**src/rtl/portg_pkg.sv**
```systemverilog
package portg_pkg;
  typedef enum logic [1:0] {
    SEL_DATA = 2'd0,
    SEL_CFG  = 2'd1,
    SEL_PIN  = 2'd2,
    SEL_NONE = 2'd3
  } portg_sel_e;

  localparam int unsigned PORT_W = 8;
  localparam int unsigned DRV_W  = 6;
endpackage

```
**src/rtl/portg_regfile.sv**
```systemverilog
module portg_regfile
  import portg_pkg::*;
#(
  parameter int unsigned DW = PORT_W,
  parameter int unsigned PW = DRV_W
) (
  input  logic          clk,
  input  logic          rst_n,
  input  logic          wr_data,
  input  logic          wr_cfg,
  input  logic [DW-1:0] wdata,
  output logic [PW-1:0] data_q,
  output logic [DW-1:0] cfg_q
);
  logic [PW-1:0] data_d;
  logic [DW-1:0] cfg_d;

  always_comb begin
    data_d = data_q;
    cfg_d  = cfg_q;
    if (wr_data) data_d = wdata[PW-1:0];
    if (wr_cfg)  cfg_d  = wdata;
  end

  always_ff @(posedge clk or negedge rst_n) begin
    if (!rst_n) begin
      data_q <= '0;
      cfg_q  <= '0;
    end else begin
      if (wr_data) data_q <= data_d;
      if (wr_cfg)  cfg_q  <= cfg_d;
    end
  end


  data_hold_chk: assert property (@(posedge clk) disable iff (!rst_n)
    !$past(wr_data) |-> $stable(data_q));

  cfg_hold_chk: assert property (@(posedge clk) disable iff (!rst_n)
    !$past(wr_cfg) |-> $stable(cfg_q));
endmodule

```
**src/rtl/portg_pwr_req.sv**
```systemverilog
module portg_pwr_req (
  input  logic clk,
  input  logic rst_n,
  input  logic wr_data,
  input  logic halt_bit,
  input  logic idle_bit,
  output logic halt_req,
  output logic idle_req
);
  logic halt_d, idle_d;

  always_comb begin
    halt_d = wr_data & halt_bit;
    idle_d = wr_data & idle_bit & ~halt_bit;
  end

  always_ff @(posedge clk or negedge rst_n) begin
    if (!rst_n) begin
      halt_req <= 1'b0;
      idle_req <= 1'b0;
    end else begin
      halt_req <= halt_d;
      idle_req <= idle_d;
    end
  end


  req_excl_chk: assert property (@(posedge clk) disable iff (!rst_n)
    !(halt_req && idle_req));

  halt_cause_chk: assert property (@(posedge clk) disable iff (!rst_n)
    halt_req |-> $past(wr_data && halt_bit));

  idle_cause_chk: assert property (@(posedge clk) disable iff (!rst_n)
    idle_req |-> $past(wr_data && idle_bit && !halt_bit));
endmodule

```
**src/rtl/portg_rdmux.sv**
```systemverilog
module portg_rdmux
  import portg_pkg::*;
#(
  parameter int unsigned DW = PORT_W,
  parameter int unsigned PW = DRV_W
) (
  input  portg_sel_e    sel,
  input  logic [PW-1:0] data_q,
  input  logic [DW-1:0] cfg_q,
  input  logic [DW-1:0] pin_in,
  output logic [DW-1:0] rdata
);
  localparam int unsigned PAD = DW - PW;

  always_comb begin
    unique case (sel)
      SEL_DATA: rdata = {{PAD{1'b0}}, data_q};
      SEL_CFG:  rdata = cfg_q;
      SEL_PIN:  rdata = pin_in;
      default:  rdata = '0;
    endcase
  end
endmodule

```
**src/rtl/portg_ctl.sv**
```systemverilog
module portg_ctl
  import portg_pkg::*;
#(
  parameter int unsigned DW = PORT_W,
  parameter int unsigned PW = DRV_W
) (
  input  logic          clk,
  input  logic          rst_n,
  input  logic          bus_sel,
  input  logic          bus_we,
  input  logic [1:0]    bus_addr,
  input  logic [DW-1:0] bus_wdata,
  output logic [DW-1:0] bus_rdata,
  input  logic [DW-1:0] pin_in,
  output logic [PW-1:0] pin_out,
  output logic [PW-1:0] pin_oe,
  output logic          halt_req,
  output logic          idle_req,
  output logic          sk_alt_phase,
  output logic          clk_start_dly
);
  localparam int unsigned HALT_POS = DW - 1;
  localparam int unsigned IDLE_POS = DW - 2;

  logic [1:0]    rst_sync_q;
  logic          rst_int_n;
  portg_sel_e    sel;
  logic          wr_data, wr_cfg;
  logic [PW-1:0] data_q;
  logic [DW-1:0] cfg_q;

  always_ff @(posedge clk or negedge rst_n) begin
    if (!rst_n) rst_sync_q <= 2'b00;
    else        rst_sync_q <= {rst_sync_q[0], 1'b1};
  end
  assign rst_int_n = rst_sync_q[1];

  always_comb begin
    sel     = portg_sel_e'(bus_addr);
    wr_data = bus_sel & bus_we & (sel == SEL_DATA);
    wr_cfg  = bus_sel & bus_we & (sel == SEL_CFG);
  end

  portg_regfile #(.DW(DW), .PW(PW)) u_regs (
    .clk    (clk),
    .rst_n  (rst_int_n),
    .wr_data(wr_data),
    .wr_cfg (wr_cfg),
    .wdata  (bus_wdata),
    .data_q (data_q),
    .cfg_q  (cfg_q)
  );

  portg_pwr_req u_pwr (
    .clk     (clk),
    .rst_n   (rst_int_n),
    .wr_data (wr_data),
    .halt_bit(bus_wdata[HALT_POS]),
    .idle_bit(bus_wdata[IDLE_POS]),
    .halt_req(halt_req),
    .idle_req(idle_req)
  );

  portg_rdmux #(.DW(DW), .PW(PW)) u_rd (
    .sel   (sel),
    .data_q(data_q),
    .cfg_q (cfg_q),
    .pin_in(pin_in),
    .rdata (bus_rdata)
  );

  assign pin_out       = data_q;
  assign pin_oe        = cfg_q[PW-1:0];
  assign sk_alt_phase  = cfg_q[IDLE_POS];
  assign clk_start_dly = cfg_q[HALT_POS];


  data_top_zero_chk: assert property (@(posedge clk) disable iff (!rst_int_n)
    (bus_addr == 2'd0) |-> (bus_rdata[HALT_POS:IDLE_POS] == 2'b00));

  ctl_flags_hold_chk: assert property (@(posedge clk) disable iff (!rst_int_n)
    !$past(bus_sel && bus_we && bus_addr == 2'd1) |->
      ($stable(sk_alt_phase) && $stable(clk_start_dly)));
endmodule

```
**config.mk**
```make
export PLATFORM = sky130hd
export DESIGN_NAME = portg_ctl
export DESIGN_NICKNAME = d
export VERILOG_FILES = /design/src/rtl/portg_pkg.sv /design/src/rtl/portg_regfile.sv /design/src/rtl/portg_pwr_req.sv /design/src/rtl/portg_rdmux.sv /design/src/rtl/portg_ctl.sv
export SDC_FILE = /design/constraint.sdc
export NUM_CORES = 1
export LEC_CHECK = 0
export BUFFER_PORTS_ARGS = -buffer_cell sky130_fd_sc_hd__buf_2
export CAP_MARGIN = 0
export CORE_MARGIN = 3
export CORE_UTILIZATION = 40
export DETAILED_ROUTE_END_ITERATION = 10
export GPL_TIMING_DRIVEN = 0
export HOLD_SLACK_MARGIN = 0.08
export PLACE_DENSITY = 0.72
export SETUP_SLACK_MARGIN = 0.15
export SLEW_MARGIN = 20
export SYNTH_ARGS = -nofsm -noshare
export SYNTH_HDL_FRONTEND = slang
export SYNTH_HIERARCHICAL = 1
export SYNTH_SLANG_ARGS = --single-unit
```
**constraint.sdc**
```tcl
create_clock -name clk -period 0.8 [get_ports clk]
set_input_delay 0.08 -clock clk [delete_from_list [all_inputs] [get_ports clk]]
set_output_delay 0.08 -clock clk [all_outputs]
set_load 0.05 [all_outputs]
```
==> run metrics, run 1 <==
maximum vdd drop approximately 1800 uV; Final period util 1.58; RSZ-0062 raised after global routing true; most common cell in the netlist dfrtp_1; leading area contributor after synthesis dfrtp_1; Skew-Pair Late Insertion Delay roughly 0.3 ns; Syn Inst Count 57; vias per cell between 5 and 6; GR Overflow Total 0; sequential share of the synthesized area 0.501; GPL Wtd Cong 0.650; synthesized cell area 898 um2; post-layout min period around 1.3 ns; Finished Layout Cells 149; IO Port Bufs 45; WP data required about 0.72 ns; Synth top area share 0.501; GRT Max-Usage Layer met2; Std-Cell Rows 16; FF+latch count, synth 18; global-route wire length before repair 3720 um; share of cells above drive strength 1 0.967; # setup viols final 38; critical path arrival around 1.2 ns; clock tree sinks 18; Hold/Removal Path Class input port to register; Chip Width 53.4 um; hold-fix buffers at CTS 1; Post-synth ARST share 1.00; max frequency 789 MHz; Root Driver clkbuf_4; Die Height 53.4 um; flop-to-flop setup slack -0.36 ns; Slowest cell on crit path dfrtp_2; Total Routed Length between 2000 and 3000 um; initial antenna violation count 0; Nets 145; met3 Use GR 0.0451; vias in the first global route 797; hold path cells 2; Crit Path Max Fanout 2; Worst-path clk slew roughly 0.12 ns; met1 GRT Util 0.233; DRC viols 0; status finished, violations left; hold path start bus_wdata[5]; DR vias 771; end of the worst register-to-register path u_regs/data_q[0]; Reg2Reg Launch Point u_regs/data_q[0]; antenna-violating nets left 0; Max Transition Viols Final 0; I/O pins 46; CP Capture Type output port; CTS tree built; n_diodes 0; total CTS buffers 3; Hold EP u_regs/data_q[5]; Area growth syn-to-layout 98.6%; Routed wire per std cell 19.3 um; max incr delay on CP 0.46 ns; Synth area leaders dfrtp_1 50%, mux2_4 23%, mux2i_1 6.7%, o2bb2ai_1 5.8%, buf_6 3.8%; Setup WS post-layout -0.467 ns; First-pass DRT Iterations 4; Min Hold Slack between 0.01 and 0.015 ns; Core Box Area 2040 um2; EDFF count, synth 0; gr usage total 0.188; Mean Syn Cell Area between 15 and 20 um2; CP Cell Sequence mux2i_4 -> o2bb2ai_4 -> buf_6; Setup crit start kind register; die footprint 2850 um2; P_leak 0.000802 uW; R2R cell count 4; First DRT Iteration DRCs 5; H-tree depth 1; met2 usage 0.324; violated checks setup timing; final hold violations 0; Synth cell types 14; Yosys warning count 6; dominant synthesized flop cell dfrtp_1; Setup Skew 0.00447 ns; pwr dens around 2500 nW/um2; Clock Path Buffers 2; DP Cell Count roughly 130; WS Path Type register to output port; Post-Syn Nets 79; Max-cap violations 0; Initial Util 0.440; Post-synth top cells 18 x dfrtp_1, 14 x mux2_4, 6 x mux2i_1, 6 x o2bb2ai_1, 3 x buf_6; largest net degree at the start of global routing 17; HPWL after detailed placement 1500 um
[routing by layer]
layer | part of all wire | wire length (um)
met1 | 0.37 | 1080
met2 | 0.56 | 1610
met3 | 0.053 | 152
met4 | 0.016 | 47
met5 | 0 | 0
[layout make-up]
class                      count  area, um2
buffer                         4       41.3
clock buffer                   4       36.3
fill                          89        258
multi-input combinational     35        603
sequential                    18        472
tap                           27       33.8
timing repair buffer          61        598
[worst max-delay path by stage]
stage | start | end | slack, ns | cells past startpoint
finish | u_regs/data_q[0] | bus_rdata[0] | -0.47 | 3
global route | u_regs/data_q[1] | bus_rdata[1] | -0.49 | 3
CTS | u_regs/data_q[5] | bus_rdata[5] | -0.43 | 3
detailed placement | bus_addr[0] | u_regs/cfg_q[7] | -0.52 | 4
global placement | bus_addr[0] | u_regs/cfg_q[3] | -0.51 | 4
floorplan | u_regs/data_q[0] | bus_rdata[0] | -0.24 | 2
[timing repair]
action | CTS | global route
pin swaps | 2 | 2
endpoints found under the hold margin | 18 | 16
resized for setup | 63 | 18
buffers inserted | 8 | 7
setup endpoints to repair | 56 | 38
[through the flow]
step / instance area, um2 / power (uW) / setup TNS (ns) / setup WS, ns / utilization
5_1_grt: 1780 / 4540 / -10.43 / -0.492 / 0.874
6_report: 1780 / 4400 / -9.63 / -0.467 / 0.874
2_1_floorplan: 1070 / 2540 / -3.49 / -0.244 / -
3_5_place_dp: 1330 / 2890 / -11.53 / -0.517 / 0.651
4_1_cts: 1650 / 4020 / -7.97 / -0.432 / 0.808
3_3_place_gp: 1330 / 2860 / -11.26 / -0.506 / 0.651
[power breakdown]
group	leakage (uW)	switching, uW	internal (uW)
combinational	0.000581	1220	1230
sequential	0.000200	244	1100
clock	0.0000210	330	277
[placed cells by master (no fill, tap or decap)]
master	count
buf_4	1
and3b_1	1
and4b_2	1
buf_8	10
buf_6	33
dlygate4sd3_1	1
mux2i_2	1
a22o_4	2
dfrtp_2	17
nor2b_4	1
mux2i_4	5
and4bb_2	1
mux2_4	14
buf_2	20
clkbuf_4	3
and2b_2	1
o2bb2ai_4	6
and2_2	1
conb_1	1
clkbuf_8	1
dfrtp_1	1
[worst max-delay path: cells and delay by family, from the launching register on]
kind	cells	cell delay, ns
DFF	1	0.46
buffers and inverters	1	0.15
muxes	1	0.19
AOI/OAI and AO/OA	1	0.09
[sequential cells by signal, indices dropped and copies added (netlist names)]
name and count:
u_pwr/halt_req 1, rst_sync_q 2, u_regs/data_q 6, u_regs/cfg_q 8, u_pwr/idle_req 1
[logic make-up after synthesis]
group | after synthesis | share of synthesized area
AO/OA/AOI/OAI | 8 | 0.0780
buffers and inverters | 4 | 0.0460
flip-flops | 18 | 0.501
multiplexers | 20 | 0.301
other | 1 | 0.00417
AND/OR/NAND/NOR | 6 | 0.0696
Power figures use the tool's default switching activity.
==> inputs of run 2 (changes only) <==
--- a/config.mk
+++ b/config.mk
@@ -7,12 +7,10 @@
 export LEC_CHECK = 0
 export BUFFER_PORTS_ARGS = -buffer_cell sky130_fd_sc_hd__buf_2
 export CAP_MARGIN = 0
-export CORE_MARGIN = 3
-export CORE_UTILIZATION = 40
+export CORE_UTILIZATION = 25
 export DETAILED_ROUTE_END_ITERATION = 10
 export GPL_TIMING_DRIVEN = 0
 export HOLD_SLACK_MARGIN = 0.08
-export PLACE_DENSITY = 0.72
 export SETUP_SLACK_MARGIN = 0.15
 export SLEW_MARGIN = 20
 export SYNTH_ARGS = -nofsm -noshare
==> run 2 against run 1 <==
The flow still finishes with violations (setup timing). Maximum frequency increased by 4.2%. Setup slack improved by 0.051 ns. Final area is 2.4% lower. Count of clock-buffer cells in the layout unchanged. Cell count rose by 12%. Flip-flop and latch count did not move. Critical path type unchanged. Critical endpoint is now bus_rdata[2].
==> run metrics, run 2 (synthesized netlist as in run 1, its figures left out) <==
Total Routed Length 2350 um (-18%); most frequent cells in the layout 31 x buf_6, 20 x buf_2, 17 x dfrtp_2; I/O pins 46 (unchanged); Top Family by Delay on Critical Path flip-flops; Tot Pwr 4080 uW (-7.2%); largest net degree at the start of global routing 17 (unchanged); # setup viols final 38 (unchanged); Int Pwr 2450 uW (-6.2%); post-layout min period 1.22 ns (-0.0505 ns); Area growth syn-to-layout 93.9%; vias per cell 4.31 (-17%); Crit Path Max Fanout 2 (unchanged); Sequential Power Share 0.322 (+0.016); worst path buffer plus inverter count 1 (unchanged); P_leak 0.000780 uW (-2.7%); Chip Width 61.9 um (+16%); CTS tree built; H-tree depth 1 (unchanged); Clock Path Buffers 2 (unchanged); Psw 1640 uW (-8.7%); WS Path Type register to output port; Clk pwr share 0.110 (-0.028); RSZ-0062 raised after global routing true; CP Capture Type output port; Root Driver clkbuf_4; flip-flop count of the largest register after layout 8 (unchanged); Die Height 61.9 um (+16%); Final period util 1.52 (-0.0632); max incr delay on CP 0.43 ns (-0.03 ns); global-route wire length before repair 3390 um (-8.9%); IO Port Bufs 45 (unchanged); Min Hold Slack 0.0281 ns (+0.0132 ns); initial antenna violation count 0 (unchanged); GPL Wtd Cong 0.668 (+2.8%); Nets 144 (-0.69%); clock tree sinks 18 (unchanged); Sw Share 0.400 (-0.00671); Hold/Removal Path Class input port to register; die footprint 3840 um2 (+35%); total CTS buffers 3 (unchanged); hold-fix buffers at CTS 1 (unchanged); Core Box Area 3390 um2 (+66%); First-pass DRT Iterations 2 (-2); status finished, violations left; pwr dens 2340 nW/um2 (-4.9%); vias in the first global route 709 (-11%); Initial Util 0.265 (-0.175); Skew-Pair Late Insertion Delay 0.28 ns (-0.02 ns); Setup crit start kind register; Max-cap violations 0 (unchanged); antenna-violating nets left 0 (unchanged); GR Overflow Total 0 (unchanged); gr usage total 0.128 (-0.0597); Top Registers u_regs/cfg_q (8), u_regs/data_q (6), rst_sync_q (2); Setup Skew 0.00849 ns (+0.00402 ns); Max Transition Viols Final 0 (unchanged); post-layout util 0.514 (-0.360); Routed wire per std cell 14.1 um (-27%); Top reg by flops u_regs/cfg_q; CP Cell Sequence mux2i_2 -> o2bb2ai_4 -> buf_6; Comb pwr share 0.568 (+0.012); Std-Cell Rows 21 (+5); sum of negative setup slack -8.82 ns (+0.813 ns); Slowest cell on crit path dfrtp_2; n_diodes 0 (unchanged); DR vias 719 (-6.7%); max frequency 822 MHz (+4.2%); violated checks setup timing; WP data required 0.72 ns (about the same); critical path arrival 1.14 ns (-0.05 ns); maximum vdd drop 1040 uV (-42%); First DRT Iteration DRCs 8 (+3); DRC viols 0 (unchanged); final hold violations 0 (unchanged); Setup WS post-layout -0.416 ns (+0.0505 ns); HPWL after detailed placement 1540 um (+2.3%); share of cells above drive strength 1 0.959 (-0.00854); most common cell after layout, fill and taps aside buf_6; Worst-path clk slew 0.10 ns (-0.02 ns); fillers 281 (+220%)
## run 2: worst paths after layout
| kind | slack [ns] | cells after the start | end | startpoint |
|---|---|---|---|---|
| worst max-delay path | -0.42 | 3 | bus_rdata[2] | u_regs/data_q[2] |
| worst min-delay path | 0.03 | 2 | u_regs/cfg_q[6] | bus_wdata[6] |
| worst max register to register | -0.32 | 4 | u_regs/data_q[0] | u_regs/data_q[0] |
| worst min register to register | 0.17 | 0 | u_regs/data_q[2] | rst_sync_q[1] |
| max in group asynchronous | 0.35 | 0 | u_regs/cfg_q[2] | rst_sync_q[1] |
| min in group asynchronous | 0.10 | 2 | rst_sync_q[1] | rst_n |
## run 2: metal layers
metal | up-vias | track usage | wire length, um
li1 | 335 | - | -
met1 | 354 | 0.154 | 986
met2 | 28 | 0.222 | 1250
met3 | 2 | 0.0228 | 102
met4 | 0 | 0.0571 | 16
met5 | - | 0 | 0
## run 2: what timing repair did
item,in CTS,in global routing
pin swaps,0,1
endpoints found under the setup margin,56,38
endpoints found under the hold margin,18,16
setup buffers,7,7
resized for setup,62,10
gates cloned,0,0
## run 2: per-stage QoR
stage	cell area (um2)	setup slack (ns)	cells
after floorplan	1070	-0.244	57
after detailed placement	1350	-0.539	148
after global placement	1350	-0.550	148
after global routing	1740	-0.467	167
final	1740	-0.416	167
after CTS	1650	-0.432	160
## run 2: area by class of cell
class	instances	area, um2	area share
sequential	18	472	0.271
tap	46	57.6	0.0330
clock buffer	4	26.3	0.0151
multi-input combinational	35	577	0.331
buffer	4	41.3	0.0237
timing repair buffer	60	568	0.326
## run 2: worst register-to-register path, stage by stage, from the launching register on
cell	delay, ns
dfrtp_2	0.43
buf_6	0.12
buf_6	0.11
buf_6	0.10
mux2_4	0.26
## run 2: power by group through the flow
stage / Sequential, uW / Combinational [uW] / Clock [uW]
2_1_floorplan: 1860 / 684 / 0
3_3_place_gp: 1310 / 1560 / 0
3_5_place_dp: 1320 / 1580 / 0
4_1_cts: 1310 / 2120 / 478
5_1_grt: 1340 / 2400 / 534
6_report: 1310 / 2320 / 450
==> inputs of run 3 (changes only) <==
--- a/config.mk
+++ b/config.mk
@@ -7,10 +7,11 @@
 export LEC_CHECK = 0
 export BUFFER_PORTS_ARGS = -buffer_cell sky130_fd_sc_hd__buf_2
 export CAP_MARGIN = 0
-export CORE_UTILIZATION = 25
+export CORE_UTILIZATION = 44
 export DETAILED_ROUTE_END_ITERATION = 10
 export GPL_TIMING_DRIVEN = 0
 export HOLD_SLACK_MARGIN = 0.08
+export PLACE_DENSITY = 0.78
 export SETUP_SLACK_MARGIN = 0.15
 export SLEW_MARGIN = 20
 export SYNTH_ARGS = -nofsm -noshare
==> run 3 against run 2 <==
The flow now stops in global routing (5_1_grt). Synthesized cell count stayed put. Synthesized area stayed put.
==> run metrics, run 3 <==
I/O pins 46 (unchanged); clock tree sinks 18 (unchanged); Synth cell types 14 (unchanged); sequential share of the synthesized area 0.501 (unchanged); DP Cell Count 127 (-14%); Synth area leaders dfrtp_1 50%, mux2_4 23%, mux2i_1 6.7%, o2bb2ai_1 5.8%, buf_6 3.8%; Initial Util 0.493 (+0.228); FF+latch count, synth 18 (unchanged); status aborted with a tool error; Post-Syn Nets 79 (unchanged); GPL Wtd Cong 0.642 (-3.8%); largest net degree at the start of global routing 17; synthesized cell area 898 um2 (unchanged); Chip Width 47.2 um (-24%); halt point of the flow global routing (5_1_grt); leading area contributor after synthesis dfrtp_1; Syn Inst Count 57 (unchanged); Clock Path Buffers 2 (unchanged); IO Port Bufs 45 (unchanged); H-tree depth 1 (unchanged); Mean Syn Cell Area 15.8 um2 (unchanged); most common cell in the netlist dfrtp_1; Synth top area share 0.501 (unchanged); Die Height 47.2 um (-24%); Yosys warning count 6 (unchanged); Err [ERROR DPL-0038] Utilization greater than 100%, impossible to legalize; Post-synth top cells 18 x dfrtp_1, 14 x mux2_4, 6 x mux2i_1, 6 x o2bb2ai_1, 3 x buf_6; HPWL after detailed placement 1500 um (-2.2%); Placed Area 1330 um2 (-1.9%); total CTS buffers 3 (unchanged); Root Driver clkbuf_4; Std-Cell Rows 15 (-29%); dominant synthesized flop cell dfrtp_1; Post-synth ARST share 1.00 (unchanged); grt repair worst endpoint bus_rdata[0]; EDFF count, synth 0 (unchanged); worst_ep kind primary output
-- run 3: metrics by stage --
| step | hold slack (ns) | setup slack (ns) | utilization |
|---|---|---|---|
| after detailed placement | -0.134 | -0.519 | 0.729 |
| after floorplan | -0.216 | -0.244 | - |
| after global placement | -0.136 | -0.508 | 0.729 |
| after CTS | 0.0121 | -0.442 | 0.911 |
-- run 3: cells by family after synthesis --
family | after synthesis | synth area share
buffers and inverters | 4 | 0.0460
flip-flops | 18 | 0.501
other | 1 | 0.00417
AO/OA/AOI/OAI | 8 | 0.0780
AND/OR/NAND/NOR | 6 | 0.0696
multiplexers | 20 | 0.301
-- run 3: what timing repair did --
| action | 4_1_cts |
|---|---|
| pin swaps | 2 |
| hold buffers | 1 |
| setup buffers | 10 |
| resized for setup | 65 |
| setup endpoints to repair | 56 |
| endpoints found under the hold margin | 18 |
==> inputs of run 4 (changes only) <==
--- a/config.mk
+++ b/config.mk
@@ -7,12 +7,11 @@
 export LEC_CHECK = 0
 export BUFFER_PORTS_ARGS = -buffer_cell sky130_fd_sc_hd__buf_2
 export CAP_MARGIN = 0
-export CORE_UTILIZATION = 44
+export CORE_AREA = 2 2 63 65
 export DETAILED_ROUTE_END_ITERATION = 10
+export DIE_AREA = 0 0 65 67
 export GPL_TIMING_DRIVEN = 0
-export HOLD_SLACK_MARGIN = 0.08
-export PLACE_DENSITY = 0.78
-export SETUP_SLACK_MARGIN = 0.15
+export PLACE_DENSITY_LB_ADDON = 0.15
 export SLEW_MARGIN = 20
 export SYNTH_ARGS = -nofsm -noshare
 export SYNTH_HDL_FRONTEND = slang
==> run 4 against run 3 <==
The flow now finishes, with violations (setup timing).
==> run metrics, run 4 (synthesized netlist as in run 1, its figures left out) <==
status finished, violations left; violated checks setup timing; share of cells above drive strength 1 0.948; HPWL after detailed placement 1650 um (+9.8%); final instance area 1730 um2; Clock Path Buffers 2 (unchanged); CTS tree built; First-pass DRT Iterations 3; Root Driver clkbuf_8; CP Cell Sequence mux2i_2 -> o2bb2ai_4 -> buf_6; First DRT Iteration DRCs 12; Tot Pwr 4240 uW; Placed Area 1350 um2 (+2.0%); Area growth syn-to-layout 92.8%; largest net degree at the start of global routing 17; initial antenna violation count 0; DP Cell Count 150 (+18%); Skew-Pair Late Insertion Delay 0.25 ns; post-layout min period between 1 and 1.5 ns; critical path arrival 1.09 ns; Hold/Removal Path Class input port to register; Routed wire per std cell 14.6 um; Core Box Area approximately 3600 um2; met2 usage 0.204; # setup viols final 38; most frequent cells in the layout 30 x buf_6, 20 x buf_2, 15 x dfrtp_2; Setup Skew around 0.0031 ns; Max Transition Viols Final 0; maximum vdd drop 1320 uV; Min Hold Slack 0.0707 ns; vias per cell 4.30; Std-Cell Rows 22 (+7); met3 Use GR 0.0372; Final period util 1.47; Comb pwr share 0.512; Crit Path Max Fanout 2; total CTS buffers 3 (unchanged); Finished Layout Cells approximately 160; H-tree depth 1 (unchanged); I/O pins 46 (unchanged); Sw Share 0.391; DR vias between 700 and 800; die footprint 4360 um2; global-route wire length before repair 3780 um; clock tree sinks 18 (unchanged); post-layout util 0.480; flip-flop count of the largest register after layout 8; max frequency 853 MHz; gr usage total 0.119; Die Height 67 um (+42%); Worst-path clk slew 0.07 ns; vias in the first global route 787; GPL Wtd Cong 0.691 (+7.6%); Sequential Power Share 0.312; WP data required 0.72 ns; WS Path Type register to output port; Top Registers u_regs/cfg_q (8), u_regs/data_q (6), rst_sync_q (2); Nets 139; Slowest cell on crit path dfrtp_2; CP Capture Type output port; most common cell after layout, fill and taps aside buf_6; Initial Util 0.249 (-0.244); DRC viols 0; RSZ-0062 raised after global routing true; Int Pwr 2580 uW; Chip Width 65 um (+38%); Psw 1660 uW; Total Routed Length 2390 um; Setup crit start kind register; antenna-violating nets left 0; Top reg by flops u_regs/cfg_q; GRT Max-Usage Layer met2; Setup WS post-layout -0.372 ns; P_leak 0.000770 uW; n_diodes 0; Max-cap violations 0; final hold violations 0; GR Overflow Total 0; pwr dens 2450 nW/um2; met1 GRT Util 0.147; max incr delay on CP 0.42 ns; IO Port Bufs 45 (unchanged); Clk pwr share 0.176
[run 4: timing repair]
| action | CTS | global route |
|---|---|---|
| pin swaps | 1 | 2 |
| endpoints found under the hold margin | 2 | 0 |
| setup buffers | 9 | 0 |
| endpoints found under the setup margin | 42 | 38 |
| hold buffers | 1 | 0 |
| resized for setup | 58 | 11 |
[run 4: routing by layer]
metal  vias to the layer above  share of wire  wire length [um]
li1                        328              -                 -
met3                         0          0.069               164
met2                        31           0.50              1200
met5                         -              0                 0
met4                         0              0                 0
met1                       347           0.43              1030
[run 4: path summary, 6_finish.rpt]
check | from | end | slack (ns) | cells past startpoint
max in group asynchronous | rst_sync_q[1] | u_regs/cfg_q[6] | 0.33 | 0
worst min register to register | rst_sync_q[1] | u_regs/data_q[4] | 0.18 | 0
worst max-delay path | u_regs/data_q[2] | bus_rdata[2] | -0.37 | 3
worst min-delay path | bus_wdata[3] | u_regs/cfg_q[3] | 0.07 | 2
min in group asynchronous | rst_n | rst_sync_q[0] | 0.14 | 2
worst max register to register | u_regs/data_q[4] | u_regs/data_q[4] | -0.14 | 2
[run 4: cell type report]
| cell class | instances | area (um2) |
|---|---|---|
| fill | 322 | 1870 |
| multi-input combinational | 35 | 594 |
| tap | 48 | 60.1 |
| sequential | 18 | 469 |
| clock buffer | 4 | 55.1 |
| buffer | 4 | 45.0 |
| timing repair buffer | 55 | 508 |
[run 4: per-stage QoR]
stage | setup WS, ns | setup TNS [ns]
2_1_floorplan | -0.244 | -3.49
3_3_place_gp | -0.531 | -12.01
3_5_place_dp | -0.534 | -12.17
4_1_cts | -0.386 | -6.92
5_1_grt | -0.406 | -7.62
6_report | -0.372 | -6.67
[run 4: power groups by stage]
stage	sequential (uW)	combinational, uW	clock [uW]
2_1_floorplan	1860	684	0
3_3_place_gp	1310	1570	0
3_5_place_dp	1320	1580	0
4_1_cts	1310	2090	773
5_1_grt	1350	2250	813
6_report	1320	2170	745
[run 4: critical path, delay by kind of cell (launching register included)]
family          cells  cell delay (ns)
compound gates      1             0.07
buf+inv             1             0.15
flops               1             0.42
mux                 1             0.20
